[config.mk]
export PLATFORM = sky130hd
export DESIGN_NAME = mtrap_unit
export DESIGN_NICKNAME = d
export VERILOG_FILES = /design/src/rtl/mtrap_pkg.sv /design/src/rtl/mtrap_ctl.sv /design/src/rtl/mtrap_fault_hold.sv /design/src/rtl/mtrap_regs.sv /design/src/rtl/mtrap_unit.sv
export SDC_FILE = /design/constraint.sdc
export NUM_CORES = 1
export LEC_CHECK = 0
export BUFFER_PORTS_ARGS = -buffer_cell sky130_fd_sc_hd__buf_4
export CAP_MARGIN = 40
export CORE_AREA = 2 2 190 192
export CTS_CLUSTER_SIZE = 28
export DETAILED_ROUTE_END_ITERATION = 8
export DIE_AREA = 0 0 192 194
export PLACE_DENSITY = 0.47
export REMOVE_ABC_BUFFERS = 1
export SETUP_SLACK_MARGIN = 0.3
export SYNTH_ARGS = -nofsm -noshare
export SYNTH_HDL_FRONTEND = slang
export SYNTH_SLANG_ARGS = --single-unit
[constraint.sdc]
create_clock -name clk -period 8.1 [get_ports clk]
set_clock_uncertainty 0.2 [all_clocks]
set_input_delay 2.43 -clock clk [delete_from_list [all_inputs] [get_ports clk]]
set_output_delay 2.43 -clock clk [all_outputs]
set_load 0.01 [all_outputs]
[src/rtl/mtrap_pkg.sv]
package mtrap_pkg;

    localparam int unsigned XLEN    = 32;
    localparam int unsigned CAUSE_W = 5;
    localparam int unsigned CSR_AW  = 12;

    typedef logic [XLEN-1:0]    word_t;
    typedef logic [CAUSE_W-1:0] cause_t;
    typedef logic [CSR_AW-1:0]  csr_addr_t;

    localparam csr_addr_t CSR_MSTATUS = 12'h300;
    localparam csr_addr_t CSR_MISA    = 12'h301;
    localparam csr_addr_t CSR_MTVEC   = 12'h305;
    localparam csr_addr_t CSR_MEPC    = 12'h341;
    localparam csr_addr_t CSR_MCAUSE  = 12'h342;
    localparam csr_addr_t CSR_MTVAL   = 12'h343;
    localparam csr_addr_t CSR_VENDOR  = 12'hF11;
    localparam csr_addr_t CSR_ARCH    = 12'hF12;
    localparam csr_addr_t CSR_IMPL    = 12'hF13;

    localparam int unsigned ST_IE_BIT  = 3;
    localparam int unsigned ST_PIE_BIT = 7;

    localparam word_t VENDOR_ID = 32'h0000_0669;
    localparam word_t ARCH_ID   = 32'h8000_0003;
    localparam word_t IMPL_ID   = 32'h0000_0001;

    localparam cause_t CAUSE_ILLEGAL = 5'd2;

    typedef enum logic [1:0] {EV_NONE, EV_TRAP, EV_RETURN} event_e;

    typedef struct packed {
        logic   irq;
        cause_t cause;
        word_t  pc;
        word_t  insn;
    } trap_t;

    function automatic word_t pc_mask(input logic compressed);
        return compressed ? ~word_t'(1) : ~word_t'(3);
    endfunction

    function automatic word_t illegal_tval(input word_t insn);
        return (insn[1:0] == 2'b11) ? insn : {{(XLEN-16){1'b0}}, insn[15:0]};
    endfunction

    function automatic word_t make_cause(input logic irq, input cause_t cause);
        word_t c;
        c = word_t'(cause);
        c[XLEN-1] = irq;
        return c;
    endfunction

    function automatic word_t trap_target(input word_t tvec, input logic irq, input cause_t cause);
        word_t base;
        base = tvec & ~word_t'(3);
        if (tvec[0] && irq)
            base = base + (word_t'(cause) << 2);
        return base;
    endfunction

endpackage

[src/rtl/mtrap_ctl.sv]
module mtrap_ctl
    import mtrap_pkg::*;
#(
    parameter int unsigned IRQ_N = 16
) (
    input  logic             trap_valid,
    input  logic             trap_irq,
    input  logic             mret_valid,
    input  logic             ie,
    input  logic [IRQ_N-1:0] irq_pending,
    input  logic [IRQ_N-1:0] irq_enable,
    output event_e           ev
);
    logic irq_ready;
    logic trap_take;

    assign irq_ready = ie && (|(irq_pending & irq_enable));
    assign trap_take = trap_valid && (!trap_irq || irq_ready);

    always_comb begin
        if (trap_take)       ev = EV_TRAP;
        else if (mret_valid) ev = EV_RETURN;
        else                 ev = EV_NONE;
    end
endmodule

[src/rtl/mtrap_fault_hold.sv]
module mtrap_fault_hold
    import mtrap_pkg::*;
(
    input  logic  clk,
    input  logic  rst,
    input  logic  fault_valid,
    input  word_t fault_addr,
    input  logic  consume,
    output word_t fault_q
);
    always_ff @(posedge clk) begin
        if (rst || consume) fault_q <= '0;
        else if (fault_valid) fault_q <= fault_addr;
    end
endmodule

[src/rtl/mtrap_regs.sv]
module mtrap_regs
    import mtrap_pkg::*;
#(
    parameter word_t ISA_WORD = 32'h4000_1104
) (
    input  logic      clk,
    input  logic      rst,
    input  event_e    ev,
    input  trap_t     trap,
    input  word_t     fault_q,
    input  logic      csr_wen,
    input  csr_addr_t csr_addr,
    input  word_t     csr_wdata,
    output word_t     csr_rdata,
    output word_t     tvec_q,
    output word_t     epc_q,
    output word_t     cause_q,
    output word_t     tval_q,
    output logic      ie_q,
    output logic      pie_q
);
    word_t status_view;
    word_t tval_next;

    always_comb begin
        status_view = '0;
        status_view[ST_IE_BIT]  = ie_q;
        status_view[ST_PIE_BIT] = pie_q;
    end

    always_comb begin
        if (trap.irq)                       tval_next = '0;
        else if (trap.cause == CAUSE_ILLEGAL) tval_next = illegal_tval(trap.insn);
        else                                tval_next = fault_q;
    end

    always_ff @(posedge clk) begin
        if (rst) begin
            tvec_q  <= '0;
            epc_q   <= '0;
            cause_q <= '0;
            tval_q  <= '0;
            ie_q    <= 1'b0;
            pie_q   <= 1'b0;
        end else begin
            case (ev)
                EV_TRAP: begin
                    epc_q   <= trap.pc;
                    cause_q <= make_cause(trap.irq, trap.cause);
                    tval_q  <= tval_next;
                    pie_q   <= ie_q;
                    ie_q    <= 1'b0;
                end
                EV_RETURN: begin
                    ie_q  <= pie_q;
                    pie_q <= 1'b1;
                end
                default: begin
                    if (csr_wen) begin
                        case (csr_addr)
                            CSR_MSTATUS: begin
                                ie_q  <= csr_wdata[ST_IE_BIT];
                                pie_q <= csr_wdata[ST_PIE_BIT];
                            end
                            CSR_MTVEC:  tvec_q  <= csr_wdata;
                            CSR_MEPC:   epc_q   <= csr_wdata;
                            CSR_MCAUSE: cause_q <= csr_wdata;
                            CSR_MTVAL:  tval_q  <= csr_wdata;
                            default: ;
                        endcase
                    end
                end
            endcase
        end
    end

    always_comb begin
        case (csr_addr)
            CSR_MSTATUS: csr_rdata = status_view;
            CSR_MISA:    csr_rdata = ISA_WORD;
            CSR_MTVEC:   csr_rdata = tvec_q & ~word_t'(2);
            CSR_MEPC:    csr_rdata = epc_q;
            CSR_MCAUSE:  csr_rdata = cause_q;
            CSR_MTVAL:   csr_rdata = tval_q;
            CSR_VENDOR:  csr_rdata = VENDOR_ID;
            CSR_ARCH:    csr_rdata = ARCH_ID;
            CSR_IMPL:    csr_rdata = IMPL_ID;
            default:     csr_rdata = '0;
        endcase
    end
endmodule

[src/rtl/mtrap_unit.sv]
module mtrap_unit
    import mtrap_pkg::*;
#(
    parameter int unsigned IRQ_N    = 16,
    parameter logic [31:0] ISA_WORD = 32'h4000_1104
) (
    input  logic             clk,
    input  logic             rst,
    input  logic             trap_valid,
    input  logic             trap_irq,
    input  logic [4:0]       trap_cause,
    input  logic [31:0]      trap_pc,
    input  logic [31:0]      trap_insn,
    input  logic [IRQ_N-1:0] irq_pending,
    input  logic [IRQ_N-1:0] irq_enable,
    input  logic             mret_valid,
    input  logic             fault_valid,
    input  logic [31:0]      fault_addr,
    input  logic             csr_wen,
    input  logic [11:0]      csr_addr,
    input  logic [31:0]      csr_wdata,
    output logic [31:0]      csr_rdata,
    output logic             redirect_valid,
    output logic [31:0]      redirect_pc
);
    localparam logic COMPRESSED = ISA_WORD[2];

    event_e ev;
    trap_t  trap;
    word_t  fault_q;
    word_t  tvec_q, epc_q, cause_q, tval_q;
    logic   ie_q, pie_q;

    assign trap = '{irq: trap_irq, cause: trap_cause, pc: trap_pc, insn: trap_insn};

    mtrap_ctl #(.IRQ_N(IRQ_N)) u_ctl (
        .trap_valid (trap_valid),
        .trap_irq   (trap_irq),
        .mret_valid (mret_valid),
        .ie         (ie_q),
        .irq_pending(irq_pending),
        .irq_enable (irq_enable),
        .ev         (ev)
    );

    mtrap_fault_hold u_fault (
        .clk        (clk),
        .rst        (rst),
        .fault_valid(fault_valid),
        .fault_addr (fault_addr),
        .consume    (ev == EV_TRAP),
        .fault_q    (fault_q)
    );

    mtrap_regs #(.ISA_WORD(ISA_WORD)) u_regs (
        .clk      (clk),
        .rst      (rst),
        .ev       (ev),
        .trap     (trap),
        .fault_q  (fault_q),
        .csr_wen  (csr_wen),
        .csr_addr (csr_addr),
        .csr_wdata(csr_wdata),
        .csr_rdata(csr_rdata),
        .tvec_q   (tvec_q),
        .epc_q    (epc_q),
        .cause_q  (cause_q),
        .tval_q   (tval_q),
        .ie_q     (ie_q),
        .pie_q    (pie_q)
    );

    assign redirect_valid = (ev != EV_NONE);
    assign redirect_pc    = (ev == EV_TRAP) ? trap_target(tvec_q, trap_irq, trap_cause)
                                            : (epc_q & pc_mask(COMPRESSED));
endmodule

==> summary.txt, run 1 <==
Synth
  • YS warnings: 0
  • FF+latch count, synth: 161
  • Post-synth ARST share: 0%
  • Yosys cell types: 58
  • Post-Syn Area: 8652 sq um
  • Post-Syn Instances: 1064
  • Register area share after synthesis: 37.25%
  • Syn avg cell area: 8.132 sq um
  • Number of synthesized flops with an enable pin: 0
  • Top FF cell, synth: dfxtp_1

Hold path
  • Hold wc startpoint: u_regs.cause_q[5]
  • Worst Hold Endpoint: u_regs.cause_q[5]
  • Worst Hold Class: flop to flop
  • Hold Path Depth: 2

Critical path
  • R2R depth: 7
  • Peak fanout along the critical path: 8
  • R2r setup slk: 5.78 ns
  • Crit path DAT: 4.75 ns
  • CP required: 5.47 ns
  • RR Startpoint: u_regs.ie_q
  • Worst setup EP type: output port
  • WS Path Type: input port to output port
  • CP Launch Type: input port
  • RR Endpoint: u_fault.fault_q[22]

Power
  • Peak supply drop: 0.1450 mV
  • Pwr dens: 173.7 nW/um^2
  • Seq pwr share: 41.5%
  • Logic pwr share: 13.7%
  • Cell-internal power: 0.001519 W
  • Switching portion of total power: 25.83%
  • Clock Power Share: 44.8%
  • P_leak: 4.915 nW
  • Psw: 0.0005289 W

Place
  • Dpl cell area: 11140 sq um
  • RePlAce Congestion: 0.7574
  • PortBufs: 247
  • Post-DP HPWL: 24640 um

Global routing
  • Global route overflow: 0
  • Total GRT Usage: 19.34%
  • Largest net degree at the start of global routing: 57
  • Initial antenna violation count: 2
  • Vias in the first global route: 8802
  • First-pass GRT wire length: 53650 um

Die
  • Initial core utilization: 24.56%
  • Row count: 69
  • IO Count: 249
  • Die area: 37250 sq um
  • Core area: 35220 sq um
  • Die H: 194 um
  • Chip Width: 192 um

STA
  • Fin crit period: 7.383 ns
  • Fin crit share: 91.15%
  • Worst-Margin Slew: 0.8916 ns
  • Fmax: 0.1354 GHz
  • Setup TNS: 0 ns
  • Final Hold Vio Count: 0
  • RSZ-0062 raised after global routing: no
  • Final Max Slew Viols: 0
  • Worst rel slew slack: 40.56%
  • Final setup fails: 0

Routing
  • Post-Route WL: 36080 um
  • Via density: 5.010
  • DR iter-0 viols: 524
  • Remaining DRCs: 0
  • Antenna viol nets, final: 0
  • Vias: 8778
  • DRT Pass-1 Iters: 6
  • Wire length per cell: 20.59 um

Final layout
  • Final Cell Area: 11790 sq um
  • Fin util: 33.48%
  • Area delta synth->final: 36.28%
  • Nets@finish: 1468
  • Highest-count cells in the layout ignoring fill and taps: 275 x buf_4, 188 x nor2_1, 161 x dfxtp_1
  • Share of cells above drive strength 1: 25.79%
  • Most common cell after layout, fill and taps aside: buf_4
  • N_diodes: 0

Clock network
  • Setup bufs post-CTS: 0
  • CTS Hold Bufs: 0
  • Clk pin slew, worst setup/hold paths: 0.06 ns
  • Clock latency on the worst-skew pair: 0.44 ns
  • Longest Clk Path Bufs: 2
  • # resized after CTS: 0
  • # clock sinks: 161
  • CTS tree: built
  • Clock Tree Root: clkbuf_16
  • H-Tree Depth: 4
  • TritonCTS Buffers: 17

Outcome
  • Status: finished clean

Flow run
  • MaxCap Viol Count: 0
-- critical path, cell delays in order --
cell	delay (ns)
buf_4	0.13
ha_1	0.23
fa_1	0.43
a211oi_1	0.36
o21bai_1	0.34
nand2b_4	0.30
nor3_2	0.07
xnor2_1	0.13
o21ai_0	0.17
buf_4	0.16
-- metrics by stage --
stage | hold slack (ns) | worst slack [ns] | total power, W | instances
floorplan | 0.2315 | -0.3831 | 0.0009747 | 978
global placement | 0.2385 | 0.7096 | 0.001143 | 1715
detailed placement | 0.2454 | 0.7157 | 0.001151 | 1720
CTS | 0.2555 | 0.7020 | 0.002075 | 1752
global route | 0.2667 | 0.4991 | 0.002132 | 1752
finish | 0.2532 | 0.7167 | 0.002048 | 1752
-- cells by family (layout without fill, tap and decap cells) --
logic type | Yosys count | after routing | synth area share (%)
AO/OA/AOI/OAI | 240 | 240 | 19.55
XOR/XNOR | 25 | 25 | 2.531
adder cells (fa/ha/maj) | 6 | 6 | 0.9545
buffers and inverters | 92 | 319 | 4.656
flip-flops | 161 | 161 | 37.25
multiplexers | 114 | 114 | 13.20
other | 1 | 1 | 0.04334
AND/OR/NAND/NOR | 425 | 425 | 21.81
-- power by group through the flow --
| stage | sequential, W | clock, W | combinational, W |
|---|---|---|---|
| finish | 0.000850 | 0.000917 | 0.000281 |
| global placement | 0.000867 | 0 | 0.000277 |
| CTS | 0.000849 | 0.000941 | 0.000285 |
| global route | 0.000854 | 0.000971 | 0.000308 |
| floorplan | 0.000861 | 0 | 0.000114 |
| detailed placement | 0.000867 | 0 | 0.000284 |
-- synthesized netlist by cell type, types with 3 or more instances --
library cell | count | share of area [%]
a22oi_1 | 42 | 3.6
nor4_1 | 6 | 0.43
dfxtp_1 | 161 | 37
mux2i_1 | 113 | 13
o21ai_1 | 4 | 0.23
a21oi_1 | 51 | 3.0
o21ai_0 | 27 | 1.6
nand3_1 | 6 | 0.35
clkbuf_1 | 59 | 2.6
a22o_1 | 8 | 0.81
nor3_1 | 40 | 2.3
buf_2 | 19 | 1.1
inv_1 | 6 | 0.26
nand4_1 | 7 | 0.51
a221o_1 | 6 | 0.69
buf_6 | 4 | 0.52
nand2b_1 | 7 | 0.51
a211oi_1 | 37 | 3.2
buf_1 | 3 | 0.13
a311oi_1 | 6 | 0.61
xor2_1 | 6 | 0.61
nor2_1 | 191 | 8.3
ha_1 | 5 | 0.72
xnor2_1 | 19 | 1.9
nand2_1 | 127 | 5.5
o22a_1 | 31 | 3.1
and3_1 | 17 | 1.2
a221oi_1 | 14 | 1.4
a21o_1 | 3 | 0.26
or3_1 | 3 | 0.22
-- metal layers --
| layer | GRT usage, % | wire [um] | vias to the layer above |
|---|---|---|---|
| li1 | - | - | 4246 |
| met2 | 31.74 | 17010 | 296 |
| met1 | 25.55 | 16370 | 4190 |
| met3 | 4.109 | 2090 | 44 |
| met5 | 0 | 13 | - |
| met4 | 5.287 | 588 | 2 |
-- worst max-delay path by stage --
stage,endpoint,cells after the start,slack (ns),startpoint
6_report,redirect_pc[22],10,0.72,trap_cause[0]
5_1_grt,redirect_pc[22],10,0.50,trap_cause[0]
4_1_cts,redirect_pc[30],10,0.70,trap_cause[0]
3_5_place_dp,redirect_pc[24],9,0.72,trap_cause[0]
3_3_place_gp,redirect_pc[24],9,0.71,trap_cause[0]
2_1_floorplan,redirect_pc[10],3,-0.38,trap_irq
-- registers in the layout (all words and copies together) (netlist names) --
| register | flops |
|---|---|
| u_regs.tval_q | 32 |
| u_regs.tvec_q | 31 |
| u_fault.fault_q | 32 |
| u_regs.pie_q | 1 |
| u_regs.ie_q | 1 |
| u_regs.epc_q | 32 |
| u_regs.cause_q | 32 |
-- final cells by class --
class / instances / area, sq um
flip-flops and latches: 161 / 3223
fillers: 3815 / 23430
clock buffers: 19 / 442.9
repair buffers: 281 / 2207
well taps: 461 / 576.8
clock inverters: 13 / 210.2
multi-input cells: 811 / 5109
inverters: 6 / 22.52
No activity file was read; power rests on OpenSTA's default activity.
==> inputs of run 2 (changes only) <==
--- a/config.mk
+++ b/config.mk
@@ -7,11 +7,12 @@
 export LEC_CHECK = 0
 export BUFFER_PORTS_ARGS = -buffer_cell sky130_fd_sc_hd__buf_4
 export CAP_MARGIN = 40
-export CORE_AREA = 2 2 190 192
+export CORE_AREA = 2 2 197 199
+export CTS_BUF_LIST = sky130_fd_sc_hd__clkbuf_4 sky130_fd_sc_hd__clkbuf_8
 export CTS_CLUSTER_SIZE = 28
 export DETAILED_ROUTE_END_ITERATION = 8
-export DIE_AREA = 0 0 192 194
-export PLACE_DENSITY = 0.47
+export DIE_AREA = 0 0 199 201
+export PLACE_DENSITY = 0.45
 export REMOVE_ABC_BUFFERS = 1
 export SETUP_SLACK_MARGIN = 0.3
 export SYNTH_ARGS = -nofsm -noshare
==> run 2 against run 1 <==
  * Core utilization down 3.0 points
  * Cell count increased by 3.2%
  * Worst hold slack gained 0.0053 ns
  * Critical endpoint is now redirect_pc[24]
  * Largest power group is now registers
  * Critical path type unchanged
  * Setup slack got worse by 0.044 ns
  * Clock-buffer cell count is 3 higher
  * Non-clock buffer count down 1
==> summary.txt, run 2 (synthesized netlist as in run 1, its figures left out) <==
Die
  • Die H: 201 um
  • Core area: 38110 sq um
  • Die area: 40000 sq um
  • Chip Width: 199 um
  • IO Count: 249
  • Row count: 72
  • Initial core utilization: 22.70%

STA
  • Final Max Slew Viols: 0
  • Fin crit share: 91.69%
  • Setup TNS: 0 ns
  • Worst-Margin Slew: 0.9063 ns
  • Fmax: 0.1346 GHz
  • Final setup fails: 0
  • Fin Hold WS: 0.2585 ns
  • RSZ-0062 raised after global routing: no
  • Fin crit period: 7.427 ns
  • Worst rel slew slack: 39.58%
  • Final Hold Vio Count: 0

Final layout
  • N_diodes: 0
  • Filler cells: 4130
  • Final Cell Area: 11600 sq um
  • Highest-count cells in the layout ignoring fill and taps: 275 x buf_4, 188 x nor2_1, 161 x dfxtp_1
  • Most common cell after layout, fill and taps aside: buf_4
  • Share of cells above drive strength 1: 25.81%
  • Area delta synth->final: 34.04%
  • Nets@finish: 1467

Clock network
  • CTS tree: built
  • Setup bufs post-CTS: 0
  • Longest Clk Path Bufs: 2
  • Clock Tree Root: clkbuf_8
  • # clock sinks: 161
  • CTS Hold Bufs: 0
  • # resized after CTS: 0
  • TritonCTS Buffers: 17
  • Clock latency on the worst-skew pair: 0.49 ns
  • Clk pin slew, worst setup/hold paths: 0.08 ns
  • H-Tree Depth: 4

Critical path
  • Worst setup EP type: output port
  • Slowest cell on crit path: o21bai_1
  • WP buf/inv: 2
  • Most used cell, CP: buf_4
  • Worst path top cell family by delay: compound AO/OA/AOI/OAI gates
  • CP required: 5.47 ns
  • Worst-path cell chain: buf_4 > ha_1 > fa_1 > a211oi_1 > o21bai_1 > nand2b_4 > or3_1 > a31oi_1 > buf_4
  • Peak fanout along the critical path: 8
  • Critical path origin: trap_cause[0]
  • Crit path largest cell delay: 0.67 ns
  • RR Startpoint: u_regs.ie_q
  • Crit path DAT: 4.80 ns
  • WS Path Type: input port to output port
  • CP Launch Type: input port

Flow run
  • MaxCap Viol Count: 0

Routing
  • DRT Pass-1 Iters: 5
  • Antenna viol nets, final: 0
  • Wire length per cell: 20.42 um
  • Via density: 4.834
  • Post-Route WL: 36920 um
  • Remaining DRCs: 0
  • DR iter-0 viols: 549
  • Vias: 8740

Hold path
  • Hold wc startpoint: u_regs.cause_q[13]
  • Worst Hold Class: flop to flop

Power
  • Pwr dens: 153.5 nW/um^2
  • P_leak: 4.796 nW
  • Peak supply drop: 0.1204 mV

Place
  • Dpl cell area: 11170 sq um
  • RePlAce Congestion: 0.7817
  • Post-DP HPWL: 25290 um
  • PortBufs: 247

Global routing
  • Total GRT Usage: 18.43%
  • Initial antenna violation count: 1
  • Gr busiest metal: met2
  • Met2 Resource Use GR: 30.94%
  • Global route overflow: 0
  • Met3 usage: 3.159%
  • Largest net degree at the start of global routing: 56
  • First-pass GRT wire length: 54660 um
  • Met1 Usage GRT: 24.80%
  • Vias in the first global route: 8796

Outcome
  • Status: finished clean
-- run 2: changes by cell type in the layout (fill, tap and decap cells not counted), sizes merged --
cell    previous run  this run
clkinv             3         2
clkbuf            19        22
buf              281       280
inv                6         7
bufinv             5         2
-- run 2: power breakdown --
group          leakage (nW)  switching, W  internal [W]
clock network         0.199      0.000339      0.000313
logic                  3.28      0.000145      0.000135
registers              1.32     0.0000221      0.000827
-- run 2: tightest hold or removal path, stage by stage, from the launching register on --
cell and delay, ns:
dfxtp_1 0.32, nand2_1 0.05, a21oi_1 0.05
-- run 2: routing by layer --
metal | wire length, um | vias up
met5 | 0 | -
met2 | 17560 | 279
met1 | 17240 | 4206
met4 | 255 | 0
met3 | 1872 | 15
li1 | - | 4240
-- run 2: per-stage QoR --
step	power (W)	setup slack, ns	utilization (%)	std cells
detailed placement	0.001151	0.6495	29.32	1776
finish	0.001780	0.6727	30.43	1808
CTS	0.001818	0.6360	30.43	1808
global placement	0.001144	0.6904	29.13	1772
floorplan	0.0009747	-0.3831	-	978
global route	0.001873	0.5305	30.43	1808
-- run 2: layout make-up --
cell class / instances / area (sq um) / area share [%]
repair buffers: 280 / 2172 / 18.73
multi-input cells: 811 / 5109 / 44.05
clock buffers: 22 / 296.5 / 2.557
clock inverters: 10 / 126.4 / 1.090
well taps: 518 / 648.1 / 5.589
flip-flops and latches: 161 / 3223 / 27.79
inverters: 6 / 22.52 / 0.1942
-- run 2: path summary, 6_finish.rpt --
kind                                      endpoint  slack, ns  depth (start not counted)
worst max-delay path               redirect_pc[24]       0.67                          9
worst min-delay path            u_regs.cause_q[13]       0.26                          2
worst max register to register  u_regs.cause_q[15]       5.32                          8
worst min register to register  u_regs.cause_q[13]       0.26                          2
==> inputs of run 3 (changes only) <==
--- a/config.mk
+++ b/config.mk
@@ -13,7 +13,6 @@
 export DETAILED_ROUTE_END_ITERATION = 8
 export DIE_AREA = 0 0 199 201
 export PLACE_DENSITY = 0.45
-export REMOVE_ABC_BUFFERS = 1
 export SETUP_SLACK_MARGIN = 0.3
 export SYNTH_ARGS = -nofsm -noshare
 export SYNTH_HDL_FRONTEND = slang
==> run 3 against run 2 <==
  * Combinational power down 2%
  * Cell count down 0.28%
  * Register-to-register slack lost 0.05 ns
  * Maximum frequency increased by 1.9%
  * Clock power up 0.9%
  * Core utilization is essentially flat
  * Routed wire length rose by 0.56%
  * Global-route usage rose by 0.37 points
  * Largest power group unchanged
  * Highest routed layer is now met5
==> summary.txt, run 3 (synthesized netlist as in run 1, its figures left out) <==
Clock network
  • Clock Tree Root: clkbuf_8
  • Setup bufs post-CTS: 0
  • # clock sinks: 161
  • Clk pin slew, worst setup/hold paths: 0.08 ns
  • Clock latency on the worst-skew pair: 0.49 ns
  • CTS Hold Bufs: 0
  • H-Tree Depth: 4
  • TritonCTS Buffers: 17
  • # resized after CTS: 0
  • CTS tree: built
  • Longest Clk Path Bufs: 2

Hold path
  • Worst Hold Class: flop to flop
  • Worst Hold Endpoint: u_regs.cause_q[26]
  • Hold wc startpoint: u_regs.cause_q[26]
  • Hold Path Depth: 2

Critical path
  • CP required: 5.47 ns
  • R2R depth: 6
  • Worst setup EP type: output port
  • CP Launch Type: input port
  • R2r setup slk: 5.27 ns
  • WS Path Type: input port to output port
  • Peak fanout along the critical path: 25
  • Crit path DAT: 4.66 ns
  • Critical path origin: irq_pending[11]
  • RR Startpoint: u_regs.ie_q
  • RR Endpoint: u_fault.fault_q[14]

Global routing
  • Initial antenna violation count: 2
  • First-pass GRT wire length: 56040 um
  • Global route overflow: 0
  • Vias in the first global route: 8969
  • Total GRT Usage: 18.80%
  • Largest net degree at the start of global routing: 60

Power
  • Pwr dens: 153.8 nW/um^2
  • Clock Power Share: 36.9%
  • Psw: 0.0004922 W
  • P_leak: 4.795 nW
  • Total power: 0.001783 W
  • Peak supply drop: 0.09353 mV
  • Switching portion of total power: 27.61%
  • Cell-internal power: 0.001290 W
  • Seq pwr share: 47.7%
  • Logic pwr share: 15.4%

STA
  • Worst rel slew slack: 49.36%
  • RSZ-0062 raised after global routing: no
  • Fmax: 0.1373 GHz
  • Final setup fails: 0
  • Fin crit period: 7.285 ns
  • Setup TNS: 0 ns
  • Final Max Slew Viols: 0
  • Fin crit share: 89.94%
  • Worst-Margin Slew: 0.7596 ns
  • Final Hold Vio Count: 0

Die
  • Die area: 40000 sq um
  • Row count: 72
  • Initial core utilization: 22.70%
  • Die H: 201 um
  • IO Count: 249
  • Core area: 38110 sq um
  • Chip Width: 199 um

Synth
  • Syn Nets: 1254

Routing
  • Antenna viol nets, final: 0
  • DRT Pass-1 Iters: 5
  • Post-Route WL: 37130 um
  • DR iter-0 viols: 482
  • Via density: 4.846
  • Wire length per cell: 20.59 um
  • Vias: 8738
  • Remaining DRCs: 0

Final layout
  • Most common cell after layout, fill and taps aside: buf_4
  • Area delta synth->final: 34.00%
  • Share of cells above drive strength 1: 25.45%
  • Reg area: 3223 sq um
  • N_diodes: 0
  • Area of the multi-input gates: 5107 sq um
  • Highest-count cells in the layout ignoring fill and taps: 271 x buf_4, 188 x nor2_1, 161 x dfxtp_1
  • Nets@finish: 1465
  • Filler cells: 4152

Place
  • PortBufs: 247
  • Post-DP HPWL: 26140 um
  • RePlAce Congestion: 0.7830

Flow run
  • MaxCap Viol Count: 0

Outcome
  • Status: finished clean
[run 3: cell count changes in the layout (fill, tap and decap cells not counted), moves of 2 or more]
cell	delta
clkinvlp_4	-2
clkbuf_8	-4
clkinv_2	+3
buf_4	-4
bufinv_16	+2
[run 3: cell type report]
class	count	area share, %
multi-input cells	811	44.05
flip-flops and latches	161	27.80
repair buffers	278	18.84
well taps	518	5.590
clock buffers	18	2.083
clock inverters	11	1.435
inverters	6	0.1943
[run 3: worst max-delay path by stage]
stage | endpoint | slack, ns | depth (start not counted)
detailed placement | redirect_pc[29] | 0.78 | 8
finish | redirect_pc[29] | 0.81 | 8
floorplan | redirect_pc[20] | 1.25 | 9
global placement | redirect_pc[24] | 0.67 | 9
CTS | redirect_pc[29] | 0.79 | 8
global route | redirect_pc[29] | 0.62 | 8
[run 3: layer usage]
| layer | vias to the layer above | track usage [%] | wire (um) | part of all wire [%] |
|---|---|---|---|---|
| li1 | 4227 | - | - | - |
| met1 | 4232 | 24.82 | 16570 | 45 |
| met2 | 249 | 31.86 | 18290 | 49 |
| met3 | 28 | 3.327 | 1871 | 5.0 |
| met4 | 2 | 4.051 | 384 | 1.0 |
| met5 | - | 0 | 11 | 0.030 |
[run 3: per-stage QoR]
stage / cells / setup slack [ns] / hold WS [ns] / utilization (%) / cell area [sq um]
2_1_floorplan: 1064 / 1.248 / 0.2315 / - / 8652
3_3_place_gp: 1769 / 0.6724 / 0.2376 / 29.13 / 11100
3_5_place_dp: 1774 / 0.7826 / 0.2452 / 29.35 / 11190
4_1_cts: 1803 / 0.7882 / 0.2568 / 30.42 / 11590
5_1_grt: 1803 / 0.6151 / 0.2780 / 30.42 / 11590
6_report: 1803 / 0.8145 / 0.2544 / 30.42 / 11590
[run 3: critical path, stage by stage]
cell and delay [ns]:
buf_4 0.11, a22o_1 0.21, a221oi_1 0.25, and4_1 0.50, o21a_4 0.41, buf_4 0.33
o21ai_0 0.20, buf_4 0.19
[run 3: power groups by stage]
| stage | clock, W | combinational (W) | sequential [W] |
|---|---|---|---|
| after global routing | 0.000709 | 0.000303 | 0.000855 |
| after floorplan | 0 | 0.000127 | 0.000861 |
| final | 0.000658 | 0.000274 | 0.000850 |
| after global placement | 0 | 0.000276 | 0.000868 |
| after CTS | 0.000682 | 0.000279 | 0.000850 |
| after detailed placement | 0 | 0.000278 | 0.000868 |
